--- config.mk ---
export PLATFORM = sky130hd
export DESIGN_NAME = gate_scan_sr
export DESIGN_NICKNAME = d
export VERILOG_FILES = /design/src/rtl/gsr_pkg.sv /design/src/rtl/gsr_shift_chain.sv /design/src/rtl/gsr_blank_ctrl.sv /design/src/rtl/gsr_gate_out.sv /design/src/rtl/gate_scan_sr.sv
export SDC_FILE = /design/constraint.sdc
export NUM_CORES = 1
export LEC_CHECK = 0
export ABC_AREA = 1
export BUFFER_PORTS_ARGS = -buffer_cell sky130_fd_sc_hd__buf_2
export CAP_MARGIN = 10
export CORE_UTILIZATION = 34
export CTS_BUF_LIST = sky130_fd_sc_hd__clkbuf_8
export DETAILED_ROUTE_END_ITERATION = 8
export PLACE_DENSITY = 0.54
export SLEW_MARGIN = 0
export SYNTH_ARGS = -nofsm -noshare
export SYNTH_HDL_FRONTEND = slang
export SYNTH_SLANG_ARGS = --single-unit
--- constraint.sdc ---
create_clock -name clk -period 1.89 [get_ports clk]
set_input_delay 0.0945 -clock clk [delete_from_list [all_inputs] [get_ports clk]]
set_output_delay 0.0945 -clock clk [all_outputs]
set_load 0.005 [all_outputs]
--- src/rtl/gsr_pkg.sv ---
package gsr_pkg;

  // Index of the final stage reached by an upward scan.
  function automatic int unsigned top_stage(input logic short_len,
                                            input int unsigned full_n,
                                            input int unsigned short_n);
    return short_len ? short_n - 1 : full_n - 1;
  endfunction

endpackage

--- src/rtl/gsr_shift_chain.sv ---
module gsr_shift_chain #(
  parameter int unsigned N_STAGES = 240,
  parameter int unsigned N_SHORT  = 220
) (
  input  logic                clk,
  input  logic                rst,
  input  logic                start_in,
  input  logic                dir_up,
  input  logic                short_len,
  output logic [N_STAGES-1:0] chain_q,
  output logic                cascade_out
);
  import gsr_pkg::*;

  localparam int unsigned TOP_FULL  = N_STAGES - 1;
  localparam int unsigned TOP_SHORT = N_SHORT - 1;

  logic [N_STAGES-1:0] nxt;

  for (genvar i = 0; i < N_STAGES; i++) begin : g_stage
    logic up_src, dn_src, live;
    if (i == 0) begin : g_up_head
      assign up_src = start_in;
    end else begin : g_up_body
      assign up_src = chain_q[i-1];
    end
    if (i == TOP_FULL) begin : g_dn_head
      assign dn_src = start_in;
    end else if (i == TOP_SHORT) begin : g_dn_short_head
      assign dn_src = short_len ? start_in : chain_q[i+1];
    end else begin : g_dn_body
      assign dn_src = chain_q[i+1];
    end
    if (i < N_SHORT) begin : g_always_live
      assign live = 1'b1;
    end else begin : g_tail_live
      assign live = ~short_len;
    end
    assign nxt[i] = live & (dir_up ? up_src : dn_src);
  end

  always_ff @(posedge clk) begin
    if (rst) chain_q <= '0;
    else     chain_q <= nxt;
  end

  assign cascade_out = dir_up ? chain_q[top_stage(short_len, N_STAGES, N_SHORT)]
                              : chain_q[0];

  // upward capture into the first stage
  p_up_capture_r2: assert property (@(posedge clk) disable iff (rst)
    dir_up |=> chain_q[0] == $past(start_in));
  // upward shift by one stage
  p_up_shift_r2: assert property (@(posedge clk) disable iff (rst)
    dir_up |=> chain_q[1] == $past(chain_q[0]));
  // downward shift over the full chain
  p_dn_shift_r3: assert property (@(posedge clk) disable iff (rst)
    (!dir_up && !short_len) |=> chain_q[TOP_FULL-1] == $past(chain_q[TOP_FULL]));
  // downward capture at the short head
  p_dn_short_capture_r4: assert property (@(posedge clk) disable iff (rst)
    (!dir_up && short_len) |=> chain_q[TOP_SHORT] == $past(start_in));
  // tail stays clear in short mode
  p_tail_clear_r5: assert property (@(posedge clk) disable iff (rst)
    short_len |=> chain_q[TOP_FULL:N_SHORT] == '0);

endmodule

--- src/rtl/gsr_blank_ctrl.sv ---
module gsr_blank_ctrl (
  input  logic clk,
  input  logic rst,
  input  logic blank_now_n,
  input  logic blank_sync_n,
  output logic blank
);
  logic sync_q;

  always_ff @(posedge clk) begin
    if (rst) sync_q <= 1'b0;
    else     sync_q <= ~blank_sync_n;
  end

  assign blank = sync_q | ~blank_now_n;

  // sampled blank is held for one full cycle
  p_sync_hold_r8: assert property (@(posedge clk) disable iff (rst)
    !blank_sync_n |=> blank);

endmodule

--- src/rtl/gsr_gate_out.sv ---
module gsr_gate_out #(
  parameter int unsigned N_STAGES = 240,
  parameter int unsigned N_SHORT  = 220
) (
  input  logic [N_STAGES-1:0] chain_q,
  input  logic                blank,
  input  logic                short_len,
  output logic [N_STAGES-1:0] gate_en
);
  for (genvar i = 0; i < N_STAGES; i++) begin : g_out
    if (i < N_SHORT) begin : g_low
      assign gate_en[i] = chain_q[i] & ~blank;
    end else begin : g_high
      assign gate_en[i] = chain_q[i] & ~blank & ~short_len;
    end
  end
endmodule

--- src/rtl/gate_scan_sr.sv ---
module gate_scan_sr #(
  parameter int unsigned N_STAGES = 240,
  parameter int unsigned N_SHORT  = 220
) (
  input  logic                clk,
  input  logic                rst,
  input  logic                start_in,
  input  logic                dir_up,
  input  logic                short_len,
  input  logic                blank_now_n,
  input  logic                blank_sync_n,
  output logic [N_STAGES-1:0] gate_en,
  output logic                cascade_out
);
  logic [N_STAGES-1:0] chain_q;
  logic                blank;

  gsr_shift_chain #(.N_STAGES(N_STAGES), .N_SHORT(N_SHORT)) u_chain (
    .clk(clk), .rst(rst), .start_in(start_in), .dir_up(dir_up),
    .short_len(short_len), .chain_q(chain_q), .cascade_out(cascade_out));

  gsr_blank_ctrl u_blank (
    .clk(clk), .rst(rst), .blank_now_n(blank_now_n),
    .blank_sync_n(blank_sync_n), .blank(blank));

  gsr_gate_out #(.N_STAGES(N_STAGES), .N_SHORT(N_SHORT)) u_out (
    .chain_q(chain_q), .blank(blank), .short_len(short_len), .gate_en(gate_en));

  // reset clears outputs
  p_reset_clear_r1: assert property (@(posedge clk)
    rst |=> (gate_en == '0 && !cascade_out));
  // immediate blank
  p_now_blank_r7: assert property (@(posedge clk) disable iff (rst)
    !blank_now_n |-> gate_en == '0);
  // sampled blank dominates
  p_sync_blank_r9: assert property (@(posedge clk) disable iff (rst)
    (!blank_sync_n && blank_now_n) |=> gate_en == '0);

endmodule

# Yosys cells after proc, flatten, opt, wreduce, memory -nomap -nowiden
# Index checks and enable logic that the tools add are counted.
classes:
  div: 0
  n_mux: 245
  mul: 0
  n_reduce_logical: 0
  n_eq_ne: 0
  n_shift: 0
  n_lt_le_gt_ge: 1
  n_bitwise: 285
  add_sub_neg: 0
op_table:
  columns: ["operator", "n"]
  rows:
  - ["1-bit AND", 280]
  - ["1-bit 2-to-1 mux", 243]
  - ["8-bit by 9-bit less-than comparator with 1-bit output, second input constant", 1]
  - ["1-bit binary-select mux with 8-bit select", 1]
  - ["6-bit 2-to-1 mux", 1]
  - ["1-bit inverter", 4]
  - ["1-bit OR", 1]
totals:
  latchBits: 0
  memories: 0
  rom_bits: 0
  mem_bits_rw: 0
  out_inout_bits: 241
  inputBits: 7
  reg_bits: 241

# Depth between registers and ports, before layout
# Gate-level depths: netlist of run 1.
logic_depth:
  depth_word: 5
  depth_mapped: 6
  mapped_depth_nobuf: 5

# By module
# A second synthesis of run 1 with hierarchy kept.
unflattened:
  hier_cells: 1568
  hier_area_um2: 10496.3
by_module_without_submodules:
  columns: ["mod", "cells_per_inst", "area_each_um2", "n_inst"]
  rows:
  - ["gsr_shift_chain", 1054, 8318.0, 1]
  - ["gsr_gate_out", 510, 2147.1, 1]
  - ["gsr_blank_ctrl", 4, 31.3, 1]

# Least setup slack after synthesis of run 1
# No wires, ideal clock.
synth_path:
  kind: "register to output"
  startpoint: "register u_blank.sync_q"
  endpoint: "output gate_en[0]"
  t_required_ns: 1.796
  path_stages_with_launch: 6
  n_path_buf: 2
  arrival_ns: 0.870
  setup_slack_ns: 0.925
  cell_sequence: "dfxtp_1 nor2_4 inv_2 buf_6 buf_2 nor2_1"
synth_between:
  elab_chain_len: 3
synth_rtl:
  columns: ["element", "line_no", "rtl"]
  rows:
  - ["start, declared", "gsr_blank_ctrl.sv:8", "logic sync_q;"]
  - ["start signal, assigned", "gsr_blank_ctrl.sv:12", "else sync_q <= ~blank_sync_n;"]
  - ["1-bit OR", "gsr_blank_ctrl.sv:15", "assign blank = sync_q | ~blank_now_n;"]
  - ["1-bit inverter", "gsr_gate_out.sv:12", "assign gate_en[i] = chain_q[i] & ~blank;"]
  - ["1-bit AND", "gsr_gate_out.sv:12", null]
  - ["end, declared", "gate_scan_sr.sv:12", "output logic [N_STAGES-1:0] gate_en,"]
# Every way passes these cells.

# Final worst setup path of run 1
layout_path:
  startpoint: "register u_blank.sync_q"
  endpoint: "output gate_en[110]"
# The elaborated chain is that of the path after synthesis.

==> impl_metrics.csv, run 1 <==
group,metric,value,unit
cells_and_area,antenna_cells,0,
setup_path,crit_family,"buffers and inverters",
clock_network,clock-sinks,241,
floorplan,core_area,27900,µm²
floorplan,dieArea,29200,µm²
setup_path,worst_path_largest_cell_delay,0.32,ns
logic_synthesis,syn_area_per_cell,7.24,µm²
power_and_ir_drop,leakage,5.58,nW
power_and_ir_drop,power_switching,0.00295,W
clock_network,clockRootBuffer,"clkbuf_8",
logic_synthesis,yosysTopAreaCellShare,0.497,
routing,drtPass1Iterations,7,
logic_synthesis,synth_compound_area_frac,0.237,
placement,dp.cells,1886,
logic_synthesis,synth_top_family_by_area,"compound AO/OA/AOI/OAI gates",
routing,vias_per_cell,4.53,
logic_synthesis,synth-simple-area-share,0.115,
logic_synthesis,synth.most_common_cell,"nor2_1",
cells_and_area,finalInstanceArea,12100,µm²
placement,gp_congestion,0.795,
placement,pre_cts_ws,0.615,ns
global_routing,grt_overflow,0,
floorplan,die_height,171,µm
routing,postRouteWirelength,25000,µm
status,outcome,"finished, final reports clean",
routing,ant_nets,0,
placement,post_dp_cell_area,11200,µm²
setup_path,worst_setup_path_start_kind,"flop",
sta,finalMaxSlewViolations,0,
logic_synthesis,synth_top_area_cell,"dfxtp_1",
logic_synthesis,mappedNetlistArea,9710,µm²
logic_synthesis,synth_commonest_cells,"nor2_1 (282), dfxtp_1 (241), inv_1 (241), o21ai_0 (230), a21oi_1 (219)",
clock_network,insertion_delay,0.52,ns
sta,tightest_slew,0.515,ns
logic_synthesis,synth_edf_count,0,
sta,period_needed,1.78,ns
clock_network,clkTransAtPathRegs,0.06,ns
global_routing,grt_max_degree,78,
cells_and_area,nets,1568,
logic_synthesis,synth_xor_area_frac,0,
min_path,hp-class,"primary input to flop",
cells_and_area,nFillCells,3045,
cells_and_area,fin_cells,1967,
sta,setup_viol,0,
logic_synthesis,synth_area_leaders,"dfxtp_1 (50%), o21ai_0 (12%), a21oi_1 (11%), nor2_1 (11%), inv_1 (9.3%)",
clock_network,cts_tree,"done",
power_and_ir_drop,switching_share,0.259,
power_and_ir_drop,powerDensity,936,nW/µm²
sta,holdWs,0.396,ns
power_and_ir_drop,intPower,0.00841,W
floorplan,start_util,0.348,
sta,period_share,0.943,
clock_network,cts_made_buffers,43,
cells_and_area,area_delta_synth_final,24.9,%
logic_synthesis,synth_flop_cell,"dfxtp_1",
sta,slew_headroom,0.657,
logic_synthesis,synthMuxAreaShare,0,
setup_path,path_cells,"nor2_4 > inv_8 > buf_12 > buf_12 > nor2_1 > buf_2",
floorplan,rows,61,
setup_path,cp_data_arrival_time,1.69,ns
setup_path,critPathMaxFanout,33,
placement,dpl.hpwl,17000,µm
clock_network,clock_path_buffers,3,
power_and_ir_drop,ir_worst_vdd,0.573,mV
logic_synthesis,ys_seq_elements,241,
routing,via_count,8919,
setup_path,crit_type,"flop to primary output",
logic_synthesis,synth_seq_area_share,0.497,
sta,finalHoldViolCount,0,
logic_synthesis,synth_cell_type_count,17,
logic_synthesis,synth_cells,1341,
sta,fmax,561,MHz
setup_path,worst_path_max_delay_cell,"dfxtp_1",
power_and_ir_drop,p_comb_frac,0.108,
placement,io_buffer_count,247,
setup_path,crit_path_end_kind,"primary output",
power_and_ir_drop,seqPwrFrac,0.488,
run,max_cap_viol_count,0,
setup_path,cp.required,1.80,ns
routing,route.detailed.drc,0,
floorplan,ios,248,
logic_synthesis,yosysWarnings,0,
cells_and_area,drive_gt1_frac,0.210,
global_routing,grt_pass1_wl,39400,µm
logic_synthesis,async_reset_ff_frac,0,
global_routing,first_global_vias,8049,
sta,rsz0062_at_grt,"yes",
sta,worst_clock_skew,0.0134,ns
sta,fin_tns_setup,0,ns
setup_path,critPathBufInv,4,
floorplan,die_w,171,µm
global_routing,grt_use_total,0.164,
logic_synthesis,synth_nets,1348,
routing,drt_iter0_drc,476,
power_and_ir_drop,pwr-share-clk,0.404,
clock_network,htreeDepth,2,
global_routing,grt_antenna_before_repair,0,
sta,worst_slack,0.109,ns
setup_path,cpMostUsedCell,"buf_12",
routing,routedWlPerCell,12.7,µm
logic_synthesis,synthAdderAreaFrac,0,
## worst register-to-register path, delay by kind of cell (launching register included)
kind            cells  cell delay [ns]
compound gates      2             0.24
flops               1             0.39
## final cells by class
| class | count | area (µm²) | share of cell area |
|---|---|---|---|
| sequential | 241 | 4820 | 0.398 |
| multi-input combinational | 752 | 3420 | 0.282 |
| timing repair buffer | 279 | 1680 | 0.138 |
| inverter | 244 | 926 | 0.0763 |
| clock buffer | 51 | 702 | 0.0579 |
| tap | 378 | 473 | 0.0390 |
| clock inverter | 22 | 113 | 0.00928 |
## logic make-up (layout without fill, tap and decap cells)
kind of cell | after synthesis | in the layout
compound gates | 459 | 459
buf+inv | 348 | 596
simple gates | 293 | 293
flops | 241 | 241
## registers in the layout, indices dropped and copies added (netlist names)
register         flops
u_chain.chain_q    240
u_blank.sync_q       1
## power groups by stage
stage / Combinational, W / Clock [W] / Sequential [W]
finish: 0.00123 / 0.00459 / 0.00554
global route: 0.00141 / 0.00503 / 0.00558
CTS: 0.00123 / 0.00478 / 0.00554
detailed placement: 0.00121 / 0 / 0.00565
global placement: 0.00120 / 0 / 0.00564
floorplan: 0.000832 / 0 / 0.00561
## path summary, 6_finish.rpt
| check | slack, ns | depth (start not counted) | start | end |
|---|---|---|---|---|
| hold reg to reg | 0.46 | 2 | u_chain.chain_q[143]$_SDFF_PP0_ | u_chain.chain_q[144]$_SDFF_PP0_ |
| hold / removal | 0.40 | 4 | start_in | u_chain.chain_q[239]$_SDFF_PP0_ |
| setup reg to reg | 1.19 | 2 | u_chain.chain_q[219]$_SDFF_PP0_ | u_chain.chain_q[218]$_SDFF_PP0_ |
| setup / recovery | 0.11 | 6 | u_blank.sync_q$_SDFF_PP0_ | gate_en[110] |
## timing repair
action | 4_1_cts | 5_1_grt
setup endpoints to repair | 0 | 45
hold buffers | 6 | 0
hold endpoints to repair | 17 | 0
buffers inserted | 0 | 1
gates resized for setup | 0 | 2
## metrics by stage
stage               power, W  utilization
floorplan            0.00644            -
global placement     0.00685        0.401
detailed placement   0.00686        0.401
CTS                   0.0115        0.433
global route          0.0120        0.434
finish                0.0114        0.434
## metal layers
metal  vias to the layer above  GRT usage  routed length (µm)  share of wire
li1                       4651          -                   -              -
met1                      4019      0.227               12500           0.50
met2                       220      0.256               10700           0.43
met3                        29     0.0359                1380          0.055
met4                         0     0.0427                 352          0.014
met5                         -          0                   0              0
## cell usage in the layout, fill, tap and decap left out, drive strengths merged
cell,n
o21ai,238
nand2,7
buf,272
nand3,3
dfxtp,241
nor2,283
clkbuf,52
bufinv,1
clkinv,3
o211ai,1
dlygate4sd3,6
a21boi,1
a21oi,219
inv,262
No activity file was read; power rests on OpenSTA's default activity.
==> inputs of run 2 (changes only) <==
- ABC_AREA: 1 -> 0
- CTS_CLUSTER_SIZE: not set -> 14
==> run 2 against run 1 <==
Via count is 14% lower. Critical path depth is 1 lower. Non-clock buffer count is 4 lower. Synthesized cell count is 22% lower. Maximum frequency is 5.6% lower. Global-route usage is 0.19 points lower. Highest routed layer unchanged. Hold slack worse by 0.097 ns. Setup slack worse by 0.11 ns. Combinational power is 55% lower.
==> impl_metrics.csv, run 2 <==
group,metric,value,unit
logic_synthesis,syn_area_per_cell,9.70,µm²
sta,finalMaxSlewViolations,0,
floorplan,die_height,175,µm
setup_path,worst_path_largest_cell_delay,0.34,ns
sta,worst_clock_skew,0.0129,ns
logic_synthesis,mappedNetlistArea,10200,µm²
floorplan,dieArea,30700,µm²
clock_network,clkTransAtPathRegs,0.05,ns
global_routing,grt_use_total,0.162,
min_path,hp-class,"primary input to flop",
setup_path,critPathBufInv,3,
floorplan,core_area,29600,µm²
logic_synthesis,synth_top_area_cell,"dfxtp_1",
routing,via_count,7689,
logic_synthesis,synth_top_family_by_area,"simple AND/OR/NAND/NOR gates",
global_routing,grt_max_degree,94,
setup_path,worstRegToRegCells,3,
sta,finalHoldViolCount,0,
sta,tightest_slew,0.431,ns
floorplan,rows,63,
setup_path,crit_path_end_kind,"primary output",
power_and_ir_drop,ir_worst_vdd,0.396,mV
cells_and_area,antenna_cells,0,
sta,period_share,0.999,
clock_network,clock-sinks,241,
logic_synthesis,synth_cell_type_count,16,
placement,dpl.hpwl,15700,µm
setup_path,path_depth,5,
logic_synthesis,synth_seq_area_share,0.474,
logic_synthesis,synth-simple-area-share,0.239,
routing,drt_iter0_drc,327,
cells_and_area,drive_gt1_frac,0.249,
logic_synthesis,async_reset_ff_frac,0,
global_routing,grt_antenna_before_repair,0,
logic_synthesis,yosysTopAreaCellShare,0.474,
setup_path,crit_family,"buffers and inverters",
setup_path,crit_type,"flop to primary output",
logic_synthesis,synth_xor_area_frac,0,
global_routing,first_global_vias,7374,
placement,gp_congestion,0.752,
logic_synthesis,synth_commonest_cells,"dfxtp_1 (241), mux2i_1 (241), nor2_1 (241), and2_1 (240), clkbuf_1 (35)",
clock_network,insertion_delay,0.52,ns
setup_path,path_cells,"and2b_4 > buf_4 > clkbuf_16 > and2_1 > buf_2",
global_routing,grt_overflow,0,
cells_and_area,nets,1297,
global_routing,use_met3,0.0361,
placement,dp.cells,1620,
placement,io_buffer_count,247,
cells_and_area,fin_cells,1708,
cells_and_area,top_register,"u_chain.chain_q",
cells_and_area,top_regs,"u_chain.chain_q: 240 flops, u_blank.sync_q: 1 flops",
global_routing,busiest_layer,"met2",
clock_network,cts_tree,"done",
logic_synthesis,yosysWarnings,0,
cells_and_area,utilization,0.431,
routing,postRouteWirelength,26000,µm
sta,fmax,530,MHz
routing,vias_per_cell,4.50,
global_routing,grt_pass1_wl,40200,µm
logic_synthesis,synth_flop_cell,"dfxtp_1",
floorplan,ios,248,
setup_path,worst_path_max_delay_cell,"and2b_4",
floorplan,start_util,0.345,
routing,routedWlPerCell,15.2,µm
clock_network,clock_path_buffers,3,
setup_path,cp.required,1.80,ns
cells_and_area,finalInstanceArea,12700,µm²
floorplan,die_w,175,µm
logic_synthesis,synth_nets,1057,
clock_network,clockRootBuffer,"clkbuf_8",
status,outcome,"finished, final reports clean",
min_path,hold_depth,3,
routing,drtPass1Iterations,4,
logic_synthesis,synth_cells,1050,
logic_synthesis,synth_area_leaders,"dfxtp_1 (47%), mux2i_1 (24%), and2_1 (15%), nor2_1 (8.9%), buf_6 (2.3%)",
power_and_ir_drop,leakage,6.49,nW
run,max_cap_viol_count,0,
logic_synthesis,synth_edf_count,0,
clock_network,htreeDepth,2,
clock_network,cts_made_buffers,43,
global_routing,grt_use_met2,0.241,
sta,rsz0062_at_grt,"yes",
logic_synthesis,synth_compound_area_frac,0.00123,
setup_path,critPathMaxFanout,32,
routing,ant_nets,0,
cells_and_area,largest_reg_flops,240,
sta,period_needed,1.89,ns
sta,setup_viol,0,
setup_path,cp_data_arrival_time,1.79,ns
global_routing,use_met1,0.230,
routing,route.detailed.drc,0,
cells_and_area,nFillCells,2994,
logic_synthesis,synthMuxAreaShare,0.237,
cells_and_area,final_cell_mix,"mux2i_1 (241), nor2_1 (241), buf_2 (241), dfxtp_1 (241), and2_1 (240)",
setup_path,worst_setup_path_start_kind,"flop",
power_and_ir_drop,powerDensity,815,nW/µm²
cells_and_area,area_delta_synth_final,25.1,%
logic_synthesis,synthAdderAreaFrac,0,
placement,post_dp_cell_area,11600,µm²
logic_synthesis,ys_seq_elements,241,
sta,slew_headroom,0.713,
run 2: kinds of logic (layout without fill, tap and decap cells):
group,Yosys count,after routing
AOI/OAI and AO/OA,2,2
buffers and inverters,81,349
DFF,241,241
muxes,241,241
and+or+nand+nor,485,485
run 2: routing by layer:
layer | part of all wire | vias up | wire length, µm
li1 | - | 3867 | -
met1 | 0.49 | 3567 | 12800
met2 | 0.43 | 209 | 11200
met3 | 0.056 | 46 | 1460
met4 | 0.020 | 0 | 524
met5 | 0 | - | 0
run 2: area by class of cell:
class,count,area [µm²],area share
Tap cell,390,488,0.0383
Inverter,1,3.75,0.000295
Clock buffer,54,743,0.0583
Timing Repair Buffer,275,1720,0.135
Multi-Input combinational cell,728,4860,0.381
Clock inverter,19,100,0.00785
Sequential cell,241,4820,0.379
run 2: final timing paths:
kind | from | to | slack, ns
min reg2reg | u_chain.chain_q[141]$_SDFF_PP0_ | u_chain.chain_q[140]$_SDFF_PP0_ | 0.50
max | u_blank.sync_q$_SDFF_PP0_ | gate_en[16] | 0.003
max reg2reg | u_chain.chain_q[1]$_SDFF_PP0_ | u_chain.chain_q[0]$_SDFF_PP0_ | 0.64
min | blank_sync_n | u_blank.sync_q$_SDFF_PP0_ | 0.30
run 2: worst register-to-register path: cells and delay by family (launching register included):
kind	cells	cell delay (ns)
muxes	1	0.10
and+or+nand+nor	1	0.08
buffers and inverters	1	0.57
DFF	1	0.44
run 2: timing repair:
item                                    CTS  global route
buffers inserted                          4             0
endpoints found under the hold margin    59             0
gates resized for setup                  11             0
endpoints found under the setup margin  220           220
hold buffers                              6             0
gates cloned                              4             2
run 2: report_power, final:
| part | internal (W) | switching, W |
|---|---|---|
| Combinational | 0.000216 | 0.000335 |
| Clock | 0.00268 | 0.00206 |
| Sequential | 0.00509 | 0.00000636 |
run 2: through the flow:
stage                     TNS (ns)  total power, W  hold WS, ns  setup WS, ns
after floorplan                  0         0.00560        0.161         0.802
after global placement           0         0.00566        0.270         0.486
after detailed placement         0         0.00566        0.268         0.450
after CTS                    -7.21          0.0106        0.260       -0.0658
after global routing        -13.56          0.0108        0.288       -0.0994
final                            0          0.0104        0.299       0.00263
==> inputs of run 3 (changes only) <==
--- a/config.mk
+++ b/config.mk
@@ -10,7 +10,8 @@
 export CAP_MARGIN = 10
-export CORE_UTILIZATION = 34
+export CORE_UTILIZATION = 50
 export CTS_BUF_LIST = sky130_fd_sc_hd__clkbuf_8
+export CTS_CLUSTER_DIAMETER = 100
 export CTS_CLUSTER_SIZE = 14
 export DETAILED_ROUTE_END_ITERATION = 8
-export PLACE_DENSITY = 0.54
+export PLACE_DENSITY = 0.74
 export SLEW_MARGIN = 0
==> constraint.sdc (replaced) <==
create_clock -name clk -period 1.89 [get_ports clk]
set_input_delay 0.2835 -clock clk [delete_from_list [all_inputs] [get_ports clk]]
set_output_delay 0.2835 -clock clk [all_outputs]
set_load 0.005 [all_outputs]
==> run 3 against run 2 <==
First-iteration DRC count grew 36%. Core utilization grew 22 points. Hold slack lost 0.25 ns. Clock power shrank 44%. Total power shrank 19%. The run now ends with negative setup slack left. Design area grew 0.93%. Critical path type unchanged. Die area shrank 32%. Final cell count shrank 9.8%. Combinational power grew 20%. Clock skew shrank 0.0010 ns.
==> impl_metrics.csv, run 3 (synthesis results as in run 2) <==
group,metric,value,unit
min_path,hp-class,"primary input to flop",
setup_path,crit_type,"flop to primary output",
power_and_ir_drop,intPower,0.00639,W
clock_network,clock-sinks,241,
sta,finalHoldViolCount,0,
cells_and_area,nets,1284,
clock_network,insertion_delay,0.51,ns
setup_path,critPathBufInv,4,
power_and_ir_drop,powerDensity,652,nW/µm²
routing,via_count,7766,
floorplan,die_height,145,µm
cells_and_area,final_cell_mix,"mux2i_1 (241), nor2_1 (241), dfxtp_1 (240), buf_2 (182), and2_1 (176)",
cells_and_area,area_delta_synth_final,26.3,%
power_and_ir_drop,leakage,6.40,nW
setup_path,crit_family,"buffers and inverters",
clock_network,cts_tree,"done",
floorplan,rows,51,
routing,drtPass1Iterations,5,
cells_and_area,drive_gt1_frac,0.292,
setup_path,crit_path_end_kind,"primary output",
sta,fmax,482,MHz
routing,ant_nets,0,
cells_and_area,nFillCells,1594,
routing,postRouteWirelength,25500,µm
cells_and_area,fin_cells,1541,
placement,post_dp_cell_area,11500,µm²
sta,period_share,1.10,
global_routing,grt_use_total,0.230,
placement,dp.cells,1497,
sta,rsz0062_at_grt,"yes",
run,max_cap_viol_count,0,
global_routing,grt_overflow,0,
global_routing,grt_antenna_before_repair,0,
sta,slew_headroom,0.758,
sta,setup_viol,220,
setup_path,worst_path_max_delay_cell,"dfxtp_2",
cells_and_area,utilization,0.652,
power_and_ir_drop,ir_worst_vdd,0.476,mV
cells_and_area,antenna_cells,0,
clock_network,cts_made_buffers,21,
routing,drt_iter0_drc,445,
power_and_ir_drop,pwr-share-clk,0.315,
cells_and_area,largest_reg_flops,240,
status,violations,"negative setup slack",
routing,routedWlPerCell,16.6,µm
cells_and_area,top_register,"u_chain.chain_q",
setup_path,worst_setup_path_start_kind,"flop",
cells_and_area,top_regs,"u_chain.chain_q: 240 flops, u_blank.sync_q: 1 flops",
sta,worst_clock_skew,0.0118,ns
floorplan,dieArea,20900,µm²
power_and_ir_drop,power_switching,0.00200,W
clock_network,clkTransAtPathRegs,0.09,ns
clock_network,clockRootBuffer,"clkbuf_8",
setup_path,cp.required,1.61,ns
floorplan,start_util,0.517,
sta,tightest_slew,0.363,ns
cells_and_area,finalInstanceArea,12900,µm²
setup_path,worst_path_largest_cell_delay,0.33,ns
placement,io_buffer_count,247,
floorplan,core_area,19700,µm²
power_and_ir_drop,seqPwrFrac,0.606,
sta,worst_slack,-0.184,ns
global_routing,grt_max_degree,80,
routing,vias_per_cell,5.04,
sta,holdWs,0.0479,ns
routing,route.detailed.drc,0,
setup_path,cpMostUsedCell,"buf_12",
setup_path,cp_data_arrival_time,1.79,ns
clock_network,clock_path_buffers,3,
clock_network,htreeDepth,1,
power_and_ir_drop,p_comb_frac,0.079,
sta,finalMaxSlewViolations,0,
placement,gp_congestion,0.778,
global_routing,grt_pass1_wl,37900,µm
placement,dpl.hpwl,14400,µm
floorplan,ios,248,
sta,period_needed,2.07,ns
power_and_ir_drop,switching_share,0.239,
status,outcome,"complete, but fails checks",
setup_path,path_cells,"and2b_4 > buf_12 > buf_12 > buf_16 > and2_4 > buf_6",
floorplan,die_w,145,µm
setup_path,critPathMaxFanout,7,
global_routing,first_global_vias,7175,
[run 3: cell types whose count changed in the layout (fill, tap and decap cells not counted), moves of 2 or more]
| cell | before | now |
|---|---|---|
| dlygate4sd3_1 | 6 | 1 |
| buf_16 | 3 | 11 |
| and2_4 | 0 | 64 |
| buf_12 | 8 | 14 |
| clkbuf_8 | 54 | 21 |
| inv_1 | 17 | 1 |
| clkinv_2 | 2 | 0 |
| buf_6 | 5 | 64 |
| buf_2 | 241 | 182 |
| and2_1 | 240 | 176 |
[run 3: routing by layer]
metal	global-route usage	part of all wire	wire length [µm]	vias up
met3	0.0332	0.045	1150	46
met4	0.0715	0.023	586	0
li1	-	-	-	3810
met5	0	0	0	-
met1	0.318	0.46	11800	3670
met2	0.371	0.47	12000	240
[run 3: worst paths after layout]
path	startpoint	end	slack, ns	cells past startpoint
worst max-delay path	u_blank.sync_q$_SDFF_PP0_	gate_en[151]	-0.18	6
worst min-delay path	start_in	u_chain.chain_q[239]$_SDFF_PP0_	0.05	3
worst max register to register	u_chain.chain_q[220]$_SDFF_PP0_	u_chain.chain_q[219]$_SDFF_PP0_	1.17	2
worst min register to register	u_chain.chain_q[93]$_SDFF_PP0_	u_chain.chain_q[92]$_SDFF_PP0_	0.52	2
[run 3: area by class of cell]
cell class / count / area [µm²] / area share
inverters: 1 / 3.75 / 0.000292
flip-flops and latches: 241 / 4830 / 0.375
well taps: 265 / 332 / 0.0258
repair buffers: 284 / 2370 / 0.185
clock buffers: 21 / 289 / 0.0225
clock inverters: 1 / 16.3 / 0.00126
multi-input cells: 728 / 5020 / 0.390
[run 3: power groups by stage]
stage / sequential [W] / clock [W] / combinational [W]
after detailed placement: 0.00520 / 0 / 0.000449
after global routing: 0.00509 / 0.00291 / 0.000697
after floorplan: 0.00520 / 0 / 0.000398
after CTS: 0.00508 / 0.00272 / 0.000650
final: 0.00508 / 0.00265 / 0.000661
after global placement: 0.00520 / 0 / 0.000446
[run 3: per-stage QoR]
| stage | power, W | setup TNS [ns] | worst slack (ns) |
|---|---|---|---|
| 3_3_place_gp | 0.00565 | 0 | 0.348 |
| 4_1_cts | 0.00845 | -30.65 | -0.179 |
| 6_report | 0.00839 | -26.47 | -0.184 |
| 2_1_floorplan | 0.00560 | 0 | 0.613 |
| 3_5_place_dp | 0.00565 | 0 | 0.324 |
| 5_1_grt | 0.00870 | -44.18 | -0.254 |
[run 3: worst register-to-register path: stages (launching register included)]
cell      delay, ns
dfxtp_1        0.36
mux2i_1        0.08
a211oi_1       0.21
[run 3: timing repair]
item / in CTS / in global routing
pin swaps: 27 / 4
endpoints found under the setup margin: 220 / 238
gates resized for setup: 55 / 90
cloned: 12 / 3
setup buffers: 10 / 0
hold buffers: 1 / 0
endpoints found under the hold margin: 1 / 0
